### src/rtl/da_fir_pkg.sv
package da_fir_pkg;

    function automatic int ceil_div(input int a, input int b);
        return (a + b - 1) / b;
    endfunction

    function automatic int tree_depth(input int n);
        return (n <= 1) ? 0 : $clog2(n);
    endfunction

endpackage

### src/rtl/da_lut_slice.sv
module da_lut_slice #(
    parameter int GN = 4,
    parameter int GMAX = 4,
    parameter int CW = 14,
    parameter int OW = 28,
    parameter logic [GMAX*CW-1:0] COEFS = '0
) (
    input  logic                 clk,
    input  logic                 rst_n,
    input  logic [GN-1:0]        addr,
    output logic signed [OW-1:0] q
);
    localparam int DEPTH = 1 << GN;

    function automatic logic signed [OW-1:0] entry(input int a);
        logic signed [OW-1:0] s;
        logic [CW-1:0] c;
        s = '0;
        for (int i = 0; i < GN; i++) begin
            c = COEFS[i*CW +: CW];
            if (a[i]) s = s + {{(OW-CW){c[CW-1]}}, c};
        end
        return s;
    endfunction

    logic signed [OW-1:0] tbl [DEPTH];

    for (genvar a = 0; a < DEPTH; a++) begin : g_ent
        assign tbl[a] = entry(a);
    end

    always_ff @(posedge clk or negedge rst_n) begin
        if (!rst_n) q <= '0;
        else        q <= tbl[addr];
    end
endmodule

### src/rtl/da_adder_tree.sv
module da_adder_tree
    import da_fir_pkg::*;
#(
    parameter int N = 12,
    parameter int AW = 28
) (
    input  logic                 clk,
    input  logic                 rst_n,
    input  logic signed [AW-1:0] leaf [N],
    output logic signed [AW-1:0] sum
);
    localparam int L  = tree_depth(N);
    localparam int NP = 1 << L;

    logic signed [AW-1:0] leafv [NP];

    for (genvar i = 0; i < NP; i++) begin : g_pad
        if (i < N) begin : g_real
            assign leafv[i] = leaf[i];
        end else begin : g_zero
            assign leafv[i] = '0;
        end
    end

    if (L == 0) begin : g_flat
        assign sum = leafv[0];
    end else begin : g_tree
        logic signed [AW-1:0] inner [NP];
        always_ff @(posedge clk or negedge rst_n) begin
            if (!rst_n) begin
                for (int n = 0; n < NP; n++) inner[n] <= '0;
            end else begin
                inner[0] <= '0;
                for (int n = NP/2; n < NP; n++)
                    inner[n] <= leafv[2*n-NP] + leafv[2*n+1-NP];
                for (int n = 1; n < NP/2; n++)
                    inner[n] <= inner[2*n] + inner[2*n+1];
            end
        end
        assign sum = inner[1];
    end
endmodule

### src/rtl/da_fir_core.sv
module da_fir_core
    import da_fir_pkg::*;
#(
    parameter int K  = 4,
    parameter int W  = 12,
    parameter int CW = 14,
    parameter int GS = 4,
    parameter logic [K*CW-1:0] COEFS = {14'(-3001), 14'(0), 14'(-8192), 14'(8191)},
    localparam int AW = CW + W + $clog2(K)
) (
    input  logic          clk,
    input  logic          rst_n,
    input  logic          valid_i,
    input  logic [K*W-1:0] x_i,
    output logic          valid_o,
    output logic [AW-1:0] y_o
);
    function automatic int count_nz();
        int n;
        n = 0;
        for (int k = 0; k < K; k++)
            if (COEFS[k*CW +: CW] != '0) n++;
        return n;
    endfunction

    function automatic int nz_tap(input int j);
        int n;
        int idx;
        n = 0;
        idx = 0;
        for (int k = 0; k < K; k++) begin
            if (COEFS[k*CW +: CW] != '0) begin
                if (n == j) idx = k;
                n++;
            end
        end
        return idx;
    endfunction

    function automatic logic [GS*CW-1:0] group_coefs(input int base, input int gsz);
        logic [GS*CW-1:0] v;
        v = '0;
        for (int i = 0; i < gsz; i++)
            v[i*CW +: CW] = COEFS[nz_tap(base+i)*CW +: CW];
        return v;
    endfunction

    localparam int NZ  = count_nz();
    localparam int NG  = ceil_div(NZ, GS);
    localparam int NT  = W * NG;
    localparam int LAT = 3 + tree_depth(NT);

    logic [K*W-1:0]       xq;
    logic [LAT-1:0]       vpipe;
    logic signed [AW-1:0] lut_q [NT];
    logic signed [AW-1:0] term  [NT];
    logic signed [AW-1:0] tree_sum;

    always_ff @(posedge clk or negedge rst_n) begin
        if (!rst_n) begin
            xq    <= '0;
            vpipe <= '0;
        end else begin
            xq    <= x_i;
            vpipe <= {vpipe[LAT-2:0], valid_i};
        end
    end

    for (genvar g = 0; g < NG; g++) begin : g_grp
        localparam int BASE = g * GS;
        localparam int GSZ  = (NZ - BASE < GS) ? (NZ - BASE) : GS;
        localparam logic [GS*CW-1:0] GC = group_coefs(BASE, GSZ);
        for (genvar r = 0; r < W; r++) begin : g_bit
            logic [GSZ-1:0] addr;
            for (genvar i = 0; i < GSZ; i++) begin : g_tap
                localparam int TAP = nz_tap(BASE + i);
                assign addr[i] = xq[TAP*W + r];
            end
            da_lut_slice #(
                .GN(GSZ), .GMAX(GS), .CW(CW), .OW(AW), .COEFS(GC)
            ) u_lut (
                .clk(clk), .rst_n(rst_n), .addr(addr), .q(lut_q[g*W + r])
            );
        end
    end

    always_ff @(posedge clk or negedge rst_n) begin
        if (!rst_n) begin
            for (int t = 0; t < NT; t++) term[t] <= '0;
        end else begin
            for (int t = 0; t < NT; t++)
                term[t] <= ((t % W) == W - 1) ? -(lut_q[t] <<< (t % W))
                                              :  (lut_q[t] <<< (t % W));
        end
    end

    da_adder_tree #(.N(NT), .AW(AW)) u_tree (
        .clk(clk), .rst_n(rst_n), .leaf(term), .sum(tree_sum)
    );

    assign y_o     = tree_sum;
    assign valid_o = vpipe[LAT-1];
endmodule

### config.mk
export PLATFORM = sky130hd
export DESIGN_NAME = da_fir_core
export DESIGN_NICKNAME = d
export VERILOG_FILES = /design/src/rtl/da_fir_pkg.sv /design/src/rtl/da_lut_slice.sv /design/src/rtl/da_adder_tree.sv /design/src/rtl/da_fir_core.sv
export SDC_FILE = /design/constraint.sdc
export NUM_CORES = 1
export LEC_CHECK = 0
export BUFFER_PORTS_ARGS = -buffer_cell sky130_fd_sc_hd__buf_2
export CAP_MARGIN = 40
export CORE_MARGIN = 5
export CORE_UTILIZATION = 30
export CTS_CLUSTER_DIAMETER = 30
export CTS_CLUSTER_SIZE = 40
export DETAILED_ROUTE_END_ITERATION = 7
export PLACE_DENSITY = 0.5
export SLEW_MARGIN = 10
export SYNTH_ARGS = -nofsm -noshare
export SYNTH_HDL_FRONTEND = slang
export SYNTH_SLANG_ARGS = --single-unit
### constraint.sdc
create_clock -name clk -period 6.15 [get_ports clk]
set_clock_uncertainty 0.15 [all_clocks]
set_input_delay 0 -clock clk [delete_from_list [all_inputs] [get_ports clk]]
set_output_delay 0 -clock clk [all_outputs]
set_load 0.05 [all_outputs]
==> results.md <==
- Outcome: completed
- Sequential share of the synthesized area: 54.6%
- Worst reg-to-reg path cell count: 9
- Unique masters post-synth: 72
- Post-synth EDFFs: 0
- Commonest non-fill, non-tap cell in the layout: dfrtp_1
- Synth Register Bits: 455
- Via count: 13500
- Final Core Density: 38.5%
- Slew margin rel.: 44.5%
- Arrival time worst endpoint: 3.37 ns
- DR iter-0 viols: 746
- Layout cells sized above 1: 12.6%
- Pre-CTS WS: 3.18 ns
- RSZ-0062 raised after global routing: false
- CTS tree: done
- Dpl hpwl: 29700 um
- # DRC: 0
- Leakage: 12.4 nW
- Num CTS Buffers: 99
- IO Port Bufs: 67
- Worst-path clk slew: 0.05 ns
- Largest net degree at the start of global routing: 155
- Fin crit period: 2.98 ns
- Max Slew Vio Count: 0
- 1st-pass router iterations: 7
- Main synth FF type: dfrtp_1
- Via-per-instance ratio: 4.46
- Insertion delay to the later sink of the worst-skew pair: 0.63 ns
- Pwr Density: 545 mW/mm^2
- Top cell by count, worst path: a21oi_1
- Power, Total: 14.4 mW
- Syn_nets: 2079
- Slew @ Worst Pin: 0.833 ns
- Ys Warns: 0
- Final net count: 2272
- Setup_tns: 0 ns
- Most frequent cells in the layout: dfrtp_1, ha_1, a21oi_1
- Register area: 0.0114 mm^2
- CP required: 6.54 ns
- Synth Instances: 1818
- Starting Density: 30.3%
- Root Buffer Master: clkbuf_16
- Crit path cell chain: ha_1, fa_1, a211o_1, a21oi_1, o211ai_1, a21bo_2, a221o_1, a21oi_1, xnor2_1
- Largest stage delay on the critical path: 0.44 ns
- Die W: 274 um
- CP max stage cell: fa_1
- Asr flop ratio synth: 100%
- Worst hold margin: 0.188 ns
- Setup violators final: 0
- Die ar.: 0.0749 mm^2
- Startpoint Class: flip-flop
- Vias in the first global route: 14200
- Clock sink count: 455
- Site Rows: 96
- Setup ws final: 3.17 ns
- Worst-path maximum fanout: 3
- Routed Antenna Nets: 0
- Min-delay worst type: flip-flop to flip-flop
- Worst Path Class, Setup: flip-flop to flip-flop
- Post-Route WL: 42300 um
- Clock Tree Buf Depth: 3
- # fillers: 6589
- Antenna violations before repair: 0
- WL/cell: 14.0 um
- Mapped Avg Cell Area: 11.5 um^2
- Hold Crit Depth: 0
- Multi-input gate area: 0.00870 mm^2
- Depth of the CTS H-tree: 3
- Final Hold Fails: 0
- GP Congestion: 0.820
- GRT Util Overall: 11.6%
- CP Capture Type: flip-flop
- First-pass GRT wire length: 71300 um
- Synth-to-layout area growth: 27.0%
- Tcrit/Tclk final: 48.5%
- Max Freq: 335 MHz
- Core ar.: 0.0688 mm^2
- Num ports: 80
- Peak VDD IR: 0.247 mV
- Max cap viols: 0
- Die outline height: 274 um
- GRT overflow: 0
- Area of the mapped netlist: 0.0209 mm^2
per-layer routing:
metal | global-route usage [%] | wire length, um
met3 | 2.52 | 1620
met4 | 4.85 | 1200
met5 | 0 | 0
met1 | 15.9 | 20100
met2 | 17.9 | 19300
final timing paths:
kind                                                         startpoint                                 end  slack, ns
worst max register to register       u_tree.g_tree.inner[284]$_DFF_PN0_  u_tree.g_tree.inner[388]$_DFF_PN0_       3.17
worst min register to register  g_grp[0].g_bit[3].u_lut.q[13]$_DFF_PN0_                 term[240]$_DFF_PN0_       0.19
worst min-delay path            g_grp[0].g_bit[3].u_lut.q[13]$_DFF_PN0_                 term[240]$_DFF_PN0_       0.19
worst max-delay path                 u_tree.g_tree.inner[284]$_DFF_PN0_  u_tree.g_tree.inner[388]$_DFF_PN0_       3.17
min in group asynchronous                                         rst_n                  vpipe[1]$_DFF_PN0_       0.43
max in group asynchronous                                         rst_n  u_tree.g_tree.inner[216]$_DFF_PN0_       4.65
synth_stat cells (6+ instances only):
cell | count | area (um^2)
clkbuf_1 | 23 | 86.3
or2_2 | 6 | 37.5
or3_1 | 7 | 43.8
nor3_1 | 22 | 110
buf_4 | 28 | 210
and3_1 | 11 | 68.8
nand4_1 | 10 | 62.6
o21ai_0 | 84 | 420
a31oi_1 | 9 | 56.3
nand3_1 | 27 | 135
xnor2_1 | 98 | 858
o211ai_1 | 21 | 158
nand2b_1 | 25 | 156
o21ai_1 | 30 | 150
o31ai_1 | 11 | 82.6
o21bai_1 | 17 | 128
a21oi_1 | 157 | 786
o21a_1 | 23 | 173
dfrtp_1 | 455 | 11400
nand2_1 | 111 | 417
a21o_1 | 65 | 488
xor2_1 | 42 | 368
fa_1 | 11 | 220
a211oi_1 | 13 | 97.6
nor2b_1 | 22 | 138
ha_1 | 199 | 2490
inv_1 | 120 | 450
nor2_1 | 84 | 315
sequential cells by signal (all words and copies together), names as in the netlist:
name                 count
u_tree.g_tree.inner    256
term                    68
g_grp.g_bit.u_lut.q     60
xq                      36
u_tree.sum              28
vpipe                    7
layout make-up:
class | instances | area share, %
multi-input combinational | 1186 | 32.8
sequential | 455 | 43.0
antenna | 1 | 0.00945
clock buffer | 123 | 10.2
clock inverter | 63 | 3.43
inverter | 122 | 1.73
tap | 931 | 4.40
timing repair buffer | 147 | 4.46
per-stage QoR:
stage,cells,area (um^2)
after detailed placement,2764,22100
final,3028,26500
after global placement,2764,22100
after CTS,3027,26500
after floorplan,1818,20900
after global routing,3027,26500
what timing repair did:
action / CTS / global route
gates resized for setup: 0 / 0
hold buffers: 77 / 0
hold endpoints to repair: 145 / 0
buffers inserted: 0 / 0
where the power goes:
group / total (mW) / switching, mW / internal, mW
clock: 5.54 / 1.71 / 3.83
combinational: 4.75 / 2.84 / 1.91
sequential: 4.14 / 0.346 / 3.80
total: 14.4 / 4.90 / 9.54
worst max-delay path, delay by kind of cell, from the launching register on:
kind,cells,cell delay (ns)
DFF,1,0.36
adders and majority gates,2,0.69
xor gates and xnor gates,1,0.14
AOI/OAI and AO/OA,6,1.57
cells by family after synthesis:
logic type	share of synthesized area, %
adders and majority gates	13.0
AOI/OAI and AO/OA	14.6
muxes	0.198
xor gates and xnor gates	5.88
DFF	54.6
buffers and inverters	3.70
and+or+nand+nor	8.08
No activity file was read; power rests on OpenSTA's default activity.
